### config.mk
export PLATFORM = sky130hd
export DESIGN_NAME = msi_sender
export DESIGN_NICKNAME = d
export VERILOG_FILES = /design/src/rtl/msi_gen_pkg.sv /design/src/rtl/msi_datapath.sv /design/src/rtl/msi_control.sv /design/src/rtl/msi_sender.sv
export SDC_FILE = /design/constraint.sdc
export NUM_CORES = 1
export LEC_CHECK = 0
export CAP_MARGIN = 40
export CORE_ASPECT_RATIO = 0.8
export CORE_MARGIN = 5
export CORE_UTILIZATION = 35
export CTS_CLUSTER_DIAMETER = 120
export DETAILED_ROUTE_END_ITERATION = 6
export DONT_BUFFER_PORTS = 1
export GPL_TIMING_DRIVEN = 1
export PLACE_DENSITY = 0.58
export SYNTH_ARGS = -nofsm -noshare
export SYNTH_HDL_FRONTEND = slang
export SYNTH_HIERARCHICAL = 1
export SYNTH_SLANG_ARGS = --single-unit
### constraint.sdc
create_clock -name clk -period 2.8 [get_ports clk]
set_input_delay 0.28 -clock clk [delete_from_list [all_inputs] [get_ports clk]]
set_output_delay 0.28 -clock clk [all_outputs]
set_load 0.02 [all_outputs]
### src/rtl/msi_gen_pkg.sv
package msi_gen_pkg;
  localparam int unsigned IDX_W = 5;

  typedef struct packed {
    logic              launch;
    logic              accept;
    logic [IDX_W-1:0]  idx;
  } ctlStrobes_t;

  localparam logic [1:0] REG_CTRL = 2'd0;
  localparam logic [1:0] REG_ALO  = 2'd1;
  localparam logic [1:0] REG_AHI  = 2'd2;
  localparam logic [1:0] REG_DATA = 2'd3;

  localparam logic [11:0] ADDR_TOP = 12'hFEE;
endpackage

### src/rtl/msi_datapath.sv
module msi_datapath
  import msi_gen_pkg::*;
#(
  parameter int unsigned NUM_EVENTS = 32,
  parameter int unsigned CAP_CODE   = 5,
  parameter bit          ADDR64     = 1'b1
) (
  input  logic                  clk,
  input  logic                  rstN,
  input  logic [1:0]            regAddr,
  input  logic                  regWe,
  input  logic [31:0]           regWrData,
  output logic [31:0]           regRdData,
  input  logic [NUM_EVENTS-1:0] evtIn,
  input  ctlStrobes_t           strobes,
  output logic [NUM_EVENTS-1:0] pending,
  output logic                  msgEn,
  output logic [63:0]           wrAddr,
  output logic [31:0]           wrData
);
  localparam logic [2:0] CAP = 3'(CAP_CODE);

  logic [2:0]  grantCode;
  logic [7:0]  destId;
  logic        redirHint, destMode;
  logic [31:0] addrHi;
  logic [7:0]  vector;
  logic [2:0]  delivMode;
  logic        lvl, trig;

  function automatic logic [2:0] clampGrant(input logic [2:0] code);
    return (code > CAP) ? CAP : code;
  endfunction

  wire wrCtrl = regWe && (regAddr == REG_CTRL);
  wire wrAlo  = regWe && (regAddr == REG_ALO);
  wire wrAhi  = regWe && (regAddr == REG_AHI);
  wire wrDat  = regWe && (regAddr == REG_DATA);

  always_ff @(posedge clk) begin
    if (!rstN) begin
      msgEn     <= 1'b0;
      grantCode <= 3'd0;
      destId    <= 8'd0;
      redirHint <= 1'b0;
      destMode  <= 1'b0;
      vector    <= 8'd0;
      delivMode <= 3'd0;
      lvl       <= 1'b0;
      trig      <= 1'b0;
    end else begin
      if (wrCtrl) begin
        msgEn     <= regWrData[0];
        grantCode <= clampGrant(regWrData[6:4]);
      end
      if (wrAlo) begin
        destId    <= regWrData[19:12];
        redirHint <= regWrData[3];
        destMode  <= regWrData[2];
      end
      if (wrDat) begin
        vector    <= regWrData[7:0];
        delivMode <= regWrData[10:8];
        lvl       <= regWrData[14];
        trig      <= regWrData[15];
      end
    end
  end

  generate
    if (ADDR64) begin : g_hi
      always_ff @(posedge clk) begin
        if (!rstN)      addrHi <= 32'd0;
        else if (wrAhi) addrHi <= regWrData;
      end
    end else begin : g_nohi
      assign addrHi = 32'd0;
    end
  endgenerate

  wire [31:0] addrLoWord = {ADDR_TOP, destId, 8'h00, redirHint, destMode, 2'b00};
  wire [31:0] dataWord   = {16'h0000, trig, lvl, 3'b000, delivMode, vector};

  always_comb begin
    unique case (regAddr)
      REG_CTRL: regRdData = {16'h0000, 8'h00, ADDR64, grantCode, CAP, msgEn};
      REG_ALO:  regRdData = addrLoWord;
      REG_AHI:  regRdData = addrHi;
      default:  regRdData = dataWord;
    endcase
  end

  // Low vector bits replaced by the event index, width set by the grant.
  logic [7:0] lowMask, vecOut;
  always_comb begin
    lowMask = ~(8'hFF << grantCode);
    vecOut  = (vector & ~lowMask) | ({3'b000, strobes.idx} & lowMask);
  end

  always_ff @(posedge clk) begin
    if (!rstN) begin
      wrAddr <= 64'd0;
      wrData <= 32'd0;
    end else if (strobes.launch) begin
      wrAddr <= {addrHi, addrLoWord};
      wrData <= {dataWord[31:8], vecOut};
    end
  end

  genvar b;
  generate
    for (b = 0; b < NUM_EVENTS; b++) begin : g_pend
      wire clrBit = strobes.accept && (strobes.idx == IDX_W'(b));
      always_ff @(posedge clk) begin
        if (!rstN)                pending[b] <= 1'b0;
        else if (evtIn[b])        pending[b] <= 1'b1;
        else if (clrBit)          pending[b] <= 1'b0;
      end
    end
  endgenerate
endmodule

### src/rtl/msi_control.sv
module msi_control
  import msi_gen_pkg::*;
#(
  parameter int unsigned NUM_EVENTS = 32
) (
  input  logic                  clk,
  input  logic                  rstN,
  input  logic                  msgEn,
  input  logic [NUM_EVENTS-1:0] pending,
  input  logic                  wrReady,
  output logic                  wrValid,
  output ctlStrobes_t           strobes
);
  logic             busy;
  logic [IDX_W-1:0] idxReg, pickIdx;

  always_comb begin
    pickIdx = '0;
    for (int i = NUM_EVENTS - 1; i >= 0; i--) begin
      if (pending[i]) pickIdx = IDX_W'(i);
    end
  end

  always_comb begin
    strobes.launch = !busy && msgEn && (|pending);
    strobes.accept = busy && wrReady;
    strobes.idx    = busy ? idxReg : pickIdx;
  end

  always_ff @(posedge clk) begin
    if (!rstN) begin
      busy   <= 1'b0;
      idxReg <= '0;
    end else if (strobes.launch) begin
      busy   <= 1'b1;
      idxReg <= pickIdx;
    end else if (strobes.accept) begin
      busy   <= 1'b0;
    end
  end

  assign wrValid = busy;
endmodule

### src/rtl/msi_sender.sv
module msi_sender
  import msi_gen_pkg::*;
#(
  parameter int unsigned NUM_EVENTS = 32,
  parameter int unsigned CAP_CODE   = 5,
  parameter bit          ADDR64     = 1'b1
) (
  input  logic                  clk,
  input  logic                  rstN,
  input  logic [1:0]            regAddr,
  input  logic                  regWe,
  input  logic [31:0]           regWrData,
  output logic [31:0]           regRdData,
  input  logic [NUM_EVENTS-1:0] evtIn,
  output logic                  wrValid,
  input  logic                  wrReady,
  output logic [63:0]           wrAddr,
  output logic [31:0]           wrData
);
  ctlStrobes_t           strobes;
  logic [NUM_EVENTS-1:0] pending;
  logic                  msgEn;

  msi_datapath #(
    .NUM_EVENTS(NUM_EVENTS), .CAP_CODE(CAP_CODE), .ADDR64(ADDR64)
  ) u_dp (
    .clk(clk), .rstN(rstN), .regAddr(regAddr), .regWe(regWe),
    .regWrData(regWrData), .regRdData(regRdData), .evtIn(evtIn),
    .strobes(strobes), .pending(pending), .msgEn(msgEn),
    .wrAddr(wrAddr), .wrData(wrData)
  );

  msi_control #(.NUM_EVENTS(NUM_EVENTS)) u_ctl (
    .clk(clk), .rstN(rstN), .msgEn(msgEn), .pending(pending),
    .wrReady(wrReady), .wrValid(wrValid), .strobes(strobes)
  );
endmodule

==> results of run 1 <==
per-stage QoR:
step,cell area [sq um],setup WS (ns)
2_1_floorplan,7170,0.418
3_3_place_gp,7080,0.366
3_5_place_dp,7120,0.274
4_1_cts,8130,0.260
5_1_grt,8140,0.0581
6_report,8140,0.200
power by group through the flow:
stage / Clock [W] / Sequential, W / Combinational (W)
4_1_cts: 0.00255 / 0.00233 / 0.000489
2_1_floorplan: 0 / 0.00235 / 0.000413
5_1_grt: 0.00263 / 0.00234 / 0.000534
6_report: 0.00249 / 0.00233 / 0.000492
3_3_place_gp: 0 / 0.00238 / 0.000403
3_5_place_dp: 0 / 0.00238 / 0.000417
critical path: stages (launching register included):
cell and delay [ns]:
dfxtp_1 0.34, or4_1 0.57, or3_1 0.32, a31oi_1 0.18, o21ai_1 0.11, mux2_2 0.31, nand2b_1 0.37, nor2_1 0.19
a21oi_1 0.08
cell type report:
cell class	count	area share (%)
Antenna cell	1	0.0307
Clock buffer	19	5.44
Clock inverter	12	2.34
Inverter	6	0.292
Multi-Input combinational cell	594	43.2
Sequential cell	153	37.6
Tap cell	264	4.06
Timing Repair Buffer	57	6.98
state kept, by name, summed over array words and instances, names as in the netlist:
signal	flops
u_dp/msgEn	1
u_dp/redirHint	1
u_ctl/idxReg	5
u_dp/pending	32
u_dp/addrHi	32
u_dp/wrAddr	43
u_dp/destMode	1
u_dp/trig	1
u_dp/wrData	13
u_ctl/wrValid	1
u_dp/delivMode	3
u_dp/destId	8
u_dp/grantCode	3
u_dp/vector	8
u_dp/lvl	1
path summary, 6_finish.rpt:
path	slack [ns]	start	cells after the start	end
max	0.20	u_dp/pending[15]$_SDFFE_PN0P_	8	u_dp/pending[9]$_SDFFE_PN0P_
min	0.02	regWrData[3]	2	u_dp/redirHint$_SDFFE_PN0P_
max reg2reg	0.20	u_dp/pending[15]$_SDFFE_PN0P_	8	u_dp/pending[9]$_SDFFE_PN0P_
min reg2reg	0.46	u_ctl/idxReg[3]$_SDFFE_PN0P_	2	u_ctl/idxReg[3]$_SDFFE_PN0P_
metal layers:
metal,global-route usage [%],part of all wire [%],up-vias
met2,24.3,43,183
met3,6.79,9.6,11
met5,0,0,-
met4,4.55,0.86,0
li1,-,-,2750
met1,24.8,46,2566
synth_stat cells, types with 3 or more instances:
| cell | number |
|---|---|
| a21boi_0 | 29 |
| a21boi_1 | 31 |
| a21o_1 | 10 |
| a21oi_1 | 47 |
| a22o_1 | 9 |
| and2_1 | 4 |
| buf_2 | 15 |
| buf_4 | 49 |
| buf_6 | 5 |
| clkbuf_1 | 20 |
| dfxtp_1 | 153 |
| inv_1 | 5 |
| mux2_2 | 4 |
| mux2i_1 | 63 |
| nand2_1 | 120 |
| nand2b_1 | 10 |
| nand3_1 | 21 |
| nand4_1 | 3 |
| nor2_1 | 51 |
| nor2b_1 | 58 |
| nor3_1 | 10 |
| nor4_1 | 6 |
| nor4_2 | 3 |
| o21a_1 | 3 |
| o21ai_0 | 47 |
| o31ai_1 | 5 |
cells by family after synthesis:
family,after synthesis,synth area share (%)
other cells,1,0.0531
buf+inv,95,8.45
compound gates,196,17.8
flops,153,43.4
simple gates,300,20.7
mux,67,9.57
==> results.md, run 1 <==
- Rel. slew slack: 44.4%
- Slew @ Worst Pin: between 0.8 and 0.9 ns
- P_sw: 0.00135 W
- Die width: roughly 170 microns
- Register Area: 0.00306 sq mm
- Final GP Congestion: 0.829
- Vias after detailed routing: 5510
- HPWL after DPL: ~14000 microns
- Clk slew on worst S/H paths: roughly 0.060 ns
- Iteration-0 DRC count of the detailed router: 463
- Netlist cell types: 52
- Most used DFF post-synth: dfxtp_1
- Tcrit/Tclk final: 92.9%
- Hold Worst Slack: 0.0222 ns
- Synthesized area: 0.00706 sq mm
- HP Class: primary input to register
- Fillers: between 1500 and 2000
- Yosys top cell area share: about 43%
- Req. time, crit path: roughly 3.1 ns
- CP endpoint kind: register
- Yosys warnings: 6
- Design Power: about 0.0053 W
- Worst EP arrival: around 2.9 ns
- Area Growth Syn to Fin: 15.3%
- FF+latch count, synth: around 150
- Fin util: between 40% and 50%
- CP max FO: 8
- Most common cell after layout, fill and taps aside: dfxtp_1
- Critical path class: register to register
- Grt ovf: 0
- Vias in the first global route: roughly 5000
- Largest net degree at the start of global routing: around 80
- IO Pins: 199
- Max Slew Vio Count: 0
- PostCTS Resize Cnt: 0
- Clock H-tree levels: 4
- Area leader, netlist: dfxtp_1
- CTS Root Cell: clkbuf_16
- Via/cell ratio: about 5
- VDD IR max: 0.373 mV
- DRC viols: 0
- Routed WL per cell: 18.9 microns
- CTS tree: built
- Fmax: 385 MHz
- Number of max-cap violations: 0
- DIE HEIGHT: around 140 microns
- Synth top area cells: dfxtp_1 (43%), mux2i_1 (8.9%), nand2_1 (6.4%)
- Hold Buf Count CTS: 36
- First-pass GRT wire length: about 30000 microns
- Cells after synthesis: 812
- Share of post-route cells with drive strength above 1: about 8.2%
- CTS Buf Count: 17
- Non-Filler Instances: ~1100
- Clock sinks: ~150
- Worst skew pair latency: 0.43 ns
- Setup_tns: 0 ns
- Die footprint: between 0.02 and 0.025 sq mm
- Row count: 46
- Number of synthesized flops with an enable pin: 0
- Synth async-reset ratio: 0%
- Max Root-Sink Buffers: 2
- Nature of the critical path startpoint: register
- Layout Nets: 899
- Cell-internal power: roughly 0.004 W
- Clock Skews: 0.0115 ns
- Starting Density: a little over a third
- Final Setup Violations: 0
- Placed instance count: 1037
- RSZ-0062 raised after global routing: false
- Gate power share: about a tenth
- Postcts setup bufs: 0
- Area taken by multi-input logic gates: approximately 0.0035 sq mm
- Status: completed
- Final hold viol count: 0
- Drt first pass iters: 6
- Switch share: approximately 25%
- Commonest cells after routing, fill and taps aside: dfxtp_1 (152), nand2_1 (120), mux2i_1 (63)
- Leakage power: 2.97 nW
- Core area: between 0.015 and 0.02 sq mm
- Minimum clock period: around 2.6 ns
- Mapped Avg Cell Area: 8.70 sq um
- Port bufs: 0
- Sequential share of power: 43.8%
- Clock Power Share: 46.9%
- Initial antenna violation count: 1
- Seq/Total Area, Yosys: a little over two fifths
- GRT Total Usage: ~17%
- Final wirelength: between 20000 and 25000 microns
- Pwr/cell area: approximately 650 mW/mm^2
- ANT nets after route: 0
Power figures use the tool's default switching activity.
==> run 2, diff against run 1 <==
--- a/config.mk
+++ b/config.mk
@@ -6,7 +6,7 @@
 export NUM_CORES = 1
 export LEC_CHECK = 0
 export CAP_MARGIN = 40
-export CORE_ASPECT_RATIO = 0.8
+export CORE_ASPECT_RATIO = 1.5
 export CORE_MARGIN = 5
 export CORE_UTILIZATION = 35
 export CTS_CLUSTER_DIAMETER = 120
==> run 2 against run 1 <==
  * Die area is 0.18% higher
  * Utilization fell by 0.68 points
  * Register-to-register slack better by 0.03 ns
  * Clock-buffer cell count decreased by 2
  * Highest routed layer unchanged
==> results.md, run 2 (same netlist as run 1, synthesis figures left out) <==
- Rel. slew slack: roughly 41%
- Commonest cells after routing, fill and taps aside: dfxtp_1 (152), nand2_1 (120), mux2i_1 (63)
- Leakage power: between 2 and 3 nW
- CTS Buf Count: 17
- Clk slew on worst S/H paths: ~0.070 ns
- Worst slack, placed: about 0.23 ns
- Final Setup Violations: 0
- CP Buf/Inv Count: 0
- Sequential share of power: between 40% and 50%
- Final wirelength: about 21000 microns
- Req. time, crit path: 3.09 ns
- Iteration-0 DRC count of the detailed router: between 300 and 400
- Initial antenna violation count: 0
- CTS tree: built
- Slew @ Worst Pin: 0.879 ns
- Clock sinks: ~150
- GRT Total Usage: between 15 and 20%
- Critical path class: register to register
- Drt first pass iters: 6
- PostCTS Resize Cnt: 0
- Switch share: 27.8%
- CP top delay family: simple AND/OR/NAND/NOR gates
- ANT nets after route: 0
- VDD IR max: 0.427 mV
- Max Slew Vio Count: 0
- Vias after detailed routing: 5591
- Layout Nets: 896
- RSZ-0062 raised after global routing: false
- HP Class: primary input to register
- Final hold viol count: 0
- Share of post-route cells with drive strength above 1: slightly above 8%
- Core area: ~0.020 sq mm
- CP endpoint kind: register
- Most common cell after layout, fill and taps aside: dfxtp_1
- Setup_tns: 0 ns
- Gate power share: about a tenth
- Worst skew pair latency: ~0.43 ns
- Inserted Diodes: 0
- Regs by FF count: u_dp/wrAddr: 43 flops, u_dp/addrHi: 32 flops, u_dp/pending: 32 flops
- Minimum clock period: 2.57 ns
- Row count: 63
- Routed WL per cell: ~19 microns
- CTS Root Cell: clkbuf_16
- Starting Density: 35.6%
- Critical Path Max Stage Delay: 0.55 ns
- Fmax: 389 MHz
- Fin util: about two fifths
- Max reg flops: 43
- Design Power: ~0.005 W
- Tcrit/Tclk final: between 90% and 100%
- Postcts setup bufs: 0
- Die width: roughly 130 microns
- Setup ws final: ~0.23 ns
- Nature of the critical path startpoint: register
- Fillers: between 2000 and 2500
- Die footprint: approximately 0.023 sq mm
- Cell-internal power: ~0.0036 W
- CP max FO: 8
- Largest net degree at the start of global routing: 98
- CP max-delay cell: or4_1
- Largest Register: u_dp/wrAddr
- DIE HEIGHT: between 150 and 200 microns
- HPWL after DPL: roughly 14000 microns
- Number of max-cap violations: 0
- Clock H-tree levels: 4
- Final GP Congestion: slightly above 0.8
- Port bufs: 0
- Clock Power Share: a little over two fifths
- Grt ovf: 0
- Max Root-Sink Buffers: 2
- Clock Skews: around 0.015 ns
- Area Growth Syn to Fin: 13.4%
- Status: completed
- Pwr/cell area: 622 mW/mm^2
- Via/cell ratio: 5.09
- Vias in the first global route: ~5600
- Cells along the critical path: or4_1 -> or3_1 -> a31oi_1 -> o21ai_1 -> mux2_2 -> nand2b_1 -> nor2_1 -> a21oi_1
- Worst EP arrival: between 2 and 3 ns
- First-pass GRT wire length: 32300 microns
- DRC viols: 0
- IO Pins: 199
- P_sw: ~0.0014 W
[run 2: final timing paths]
kind | startpoint | endpoint | slack [ns] | cells past startpoint
hold / removal | regWrData[14] | u_dp/destId[2]$_SDFFE_PN0P_ | 0.01 | 2
hold reg to reg | u_ctl/idxReg[4]$_SDFFE_PN0P_ | u_ctl/idxReg[4]$_SDFFE_PN0P_ | 0.47 | 2
setup / recovery | u_dp/pending[15]$_SDFFE_PN0P_ | u_dp/pending[25]$_SDFFE_PN0P_ | 0.23 | 8
setup reg to reg | u_dp/pending[15]$_SDFFE_PN0P_ | u_dp/pending[25]$_SDFFE_PN0P_ | 0.23 | 8
[run 2: per-stage QoR]
stage	hold slack (ns)	std cells	cell area [sq um]
4_1_cts	0.00265	1098	8000
2_1_floorplan	0.415	842	7170
3_5_place_dp	0.423	1031	7070
3_3_place_gp	0.417	1028	7040
6_report	0.0147	1099	8010
5_1_grt	0.00891	1099	8010
[run 2: area by class of cell]
cell class | count | area (sq um) | share of cell area, %
tap | 260 | 325 | 4.06
clock buffer | 17 | 425 | 5.31
timing repair buffer | 54 | 520 | 6.50
inverter | 6 | 23.8 | 0.297
multi-input combinational | 594 | 3520 | 43.9
sequential | 153 | 3060 | 38.3
clock inverter | 15 | 131 | 1.64
[run 2: what timing repair did]
action | CTS | global route
endpoints found under the setup margin | 0 | 0
hold buffers | 35 | 1
endpoints found under the hold margin | 110 | 3
[run 2: power groups by stage]
stage          registers (W)  logic, W  clock network, W
6_report             0.00233  0.000477           0.00217
3_3_place_gp         0.00238  0.000397                 0
2_1_floorplan        0.00235  0.000413                 0
5_1_grt              0.00234  0.000522           0.00233
4_1_cts              0.00233  0.000476           0.00223
3_5_place_dp         0.00238  0.000412                 0
[run 2: per-layer routing]
| layer | wire [microns] | global-route usage (%) | vias to the layer above |
|---|---|---|---|
| met5 | 0 | 0 | - |
| met4 | 413 | 5.97 | 0 |
| met3 | 1610 | 6.25 | 25 |
| met2 | 10900 | 31.3 | 177 |
| met1 | 8100 | 20.0 | 2645 |
| li1 | - | - | 2744 |
==> run 3, diff against run 2 <==
--- a/config.mk
+++ b/config.mk
@@ -7,7 +7,7 @@
 export LEC_CHECK = 0
 export CAP_MARGIN = 40
 export CORE_ASPECT_RATIO = 1.5
-export CORE_MARGIN = 5
+export CORE_MARGIN = 1.5
 export CORE_UTILIZATION = 35
 export CTS_CLUSTER_DIAMETER = 120
 export DETAILED_ROUTE_END_ITERATION = 6
==> run 3 against run 2 <==
  * Critical path depth is the same
  * Sequential power is essentially flat
  * Die area shrank 9.2%
  * Clock skew grew 0.0019 ns
  * Utilization grew 0.15 points
  * Routed wire length shrank 2.4%
  * Critical path type unchanged
  * Hold slack lost 0.0022 ns
  * Largest cell class unchanged
  * Power grew 0.22%
  * Maximum frequency grew 1.9%
  * Cell count shrank 0.18%
  * Clock power is essentially flat
  * First-iteration DRC count shrank 5.3%
==> results.md, run 3 (same netlist as run 1, synthesis figures left out) <==
- Status: completed
- Hold Buf Count CTS: 36
- Register Area: between 0.003 and 0.004 sq mm
- Row count: between 60 and 70
- Clk slew on worst S/H paths: about 0.06 ns
- ANT nets after route: 0
- Worst skew pair latency: ~0.43 ns
- Area taken by multi-input logic gates: about 0.0035 sq mm
- CTS tree: built
- Layout Nets: 894
- R2R cell count: 8
- Number of max-cap violations: 0
- Fmax: around 400 MHz
- Critical path class: register to register
- Final hold viol count: 0
- CP top delay family: simple AND/OR/NAND/NOR gates
- Iteration-0 DRC count of the detailed router: between 300 and 400
- Max Root-Sink Buffers: 2
- R2R Path Start: u_dp/pending[15]$_SDFFE_PN0P_
- CP endpoint kind: register
- Clock Skews: 0.0173 ns
- Slew @ Worst Pin: between 0.9 and 1 ns
- Regs by FF count: u_dp/wrAddr: 43 flops, u_dp/addrHi: 32 flops, u_dp/pending: 32 flops
- GRT Total Usage: a little under a fifth
- Worst EP arrival: between 2 and 3 ns
- VDD IR max: 0.384 mV
- Max Slew Vio Count: 0
- Vias in the first global route: 5327
- Fillers: between 2000 and 2500
- Largest Register: u_dp/wrAddr
- HP Class: primary input to register
- Clock sinks: 153
- Max reg flops: 43
- Vias after detailed routing: 5651
- Drt first pass iters: 5
- Minimum clock period: between 2 and 3 ns
- Port bufs: 0
- Register-to-register setup slack: 0.28 ns
- Worst hold start: regWrData[15]
- Cells along the critical path: or4_1 -> or3_1 -> a31oi_1 -> o21ai_1 -> mux2_2 -> nand2b_1 -> nor2_1 -> a21oi_1
- First-pass GRT wire length: roughly 31000 microns
- CP Buf/Inv Count: 0
- Critical Path Max Stage Delay: roughly 0.53 ns
- Grt ovf: 0
- Req. time, crit path: just over 3 ns
- CTS Root Cell: clkbuf_16
- DIE HEIGHT: ~180 microns
- Cell area after layout: approximately 0.0080 sq mm
- Leakage power: 2.89 nW
- Postcts setup bufs: 0
- Commonest cells after routing, fill and taps aside: dfxtp_1 (152), nand2_1 (120), mux2i_1 (63)
- Nature of the critical path startpoint: register
- IO Pins: 199
- Inserted Diodes: 0
- Placed cell areas: around 0.007 sq mm
- Share of post-route cells with drive strength above 1: between 8 and 9%
- Initial antenna violation count: 1
- Starting Density: a little over a third
- Via/cell ratio: ~5.2
- Most common cell after layout, fill and taps aside: dfxtp_1
- Final Setup Violations: 0
- Area Growth Syn to Fin: 13.4%
- Worst hold path stage count: 2
- Final wirelength: 20500 microns
- Routed WL per cell: approximately 19 microns
- CP max FO: 8
- CP max-delay cell: or4_1
- Setup_tns: 0 ns
- HPWL after DPL: ~13000 microns
- PostCTS Resize Cnt: 0
- RSZ-0062 raised after global routing: false
- Die width: 119 microns
- Worst Hold End: u_dp/trig$_SDFFE_PN0P_
- CTS Buf Count: 17
- R2R Path End: u_dp/pending[9]$_SDFFE_PN0P_
- DRC viols: 0
- Clock H-tree levels: 4
- Core area: 0.0198 sq mm
- Tcrit/Tclk final: about nine tenths
- Final GP Congestion: about 0.85
- Pwr/cell area: approximately 620 mW/mm^2
- Die footprint: between 0.02 and 0.025 sq mm
- Largest net degree at the start of global routing: 102
- Rel. slew slack: a little over a third
-- run 3: cell count changes in the layout (fill, tap and decap cells not counted), sizes merged --
| cell | delta |
|---|---|
| buf | -2 |
| clkbuf | +2 |
| clkinv | -2 |
| clkinvlp | +1 |
| inv | -1 |
-- run 3: through the flow --
step                setup WS [ns]  util [%]  hold WS [ns]  instances  power, W
floorplan                   0.418         -         0.415        842   0.00276
global placement            0.341      35.6         0.416       1027   0.00278
detailed placement          0.302      35.7         0.421       1029   0.00279
CTS                         0.291      40.5       0.00112       1097   0.00505
global route                0.107      40.5       0.00491       1097   0.00517
finish                      0.279      40.5        0.0125       1097   0.00499
-- run 3: cell type report --
class / instances / area share (%)
Sequential cell: 153 / 38.3
Timing Repair Buffer: 52 / 6.41
Multi-Input combinational cell: 594 / 43.9
Clock inverter: 13 / 1.36
Tap cell: 260 / 4.06
Inverter: 6 / 0.297
Clock buffer: 19 / 5.66
-- run 3: worst max path at each step --
stage	from	depth (start not counted)	slack, ns	end
2_1_floorplan	u_dp/pending[15]$_SDFFE_PN0P_	9	0.42	u_dp/pending[0]$_SDFFE_PN0P_
3_3_place_gp	u_dp/pending[3]$_SDFFE_PN0P_	6	0.34	u_dp/pending[21]$_SDFFE_PN0P_
3_5_place_dp	u_dp/pending[15]$_SDFFE_PN0P_	8	0.30	u_dp/pending[4]$_SDFFE_PN0P_
4_1_cts	u_dp/pending[15]$_SDFFE_PN0P_	8	0.29	u_dp/pending[4]$_SDFFE_PN0P_
5_1_grt	u_dp/pending[3]$_SDFFE_PN0P_	6	0.11	u_dp/pending[20]$_SDFFE_PN0P_
6_report	u_dp/pending[15]$_SDFFE_PN0P_	8	0.28	u_dp/pending[9]$_SDFFE_PN0P_
-- run 3: power breakdown --
group	switching, W	internal (W)	leakage, nW
Clock	0.000980	0.00120	0.269
Combinational	0.000289	0.000188	1.38
Sequential	0.0000840	0.00225	1.25
Total	0.00135	0.00364	2.89
-- run 3: metal layers --
layer  vias to the layer above  GRT usage, %  wire length, microns
met5                         -             0                    13
met4                         2          6.22                   348
met3                        24          6.35                  1550
met2                       186          34.2                 10700
met1                      2708          20.7                  7880
li1                       2731             -                     -
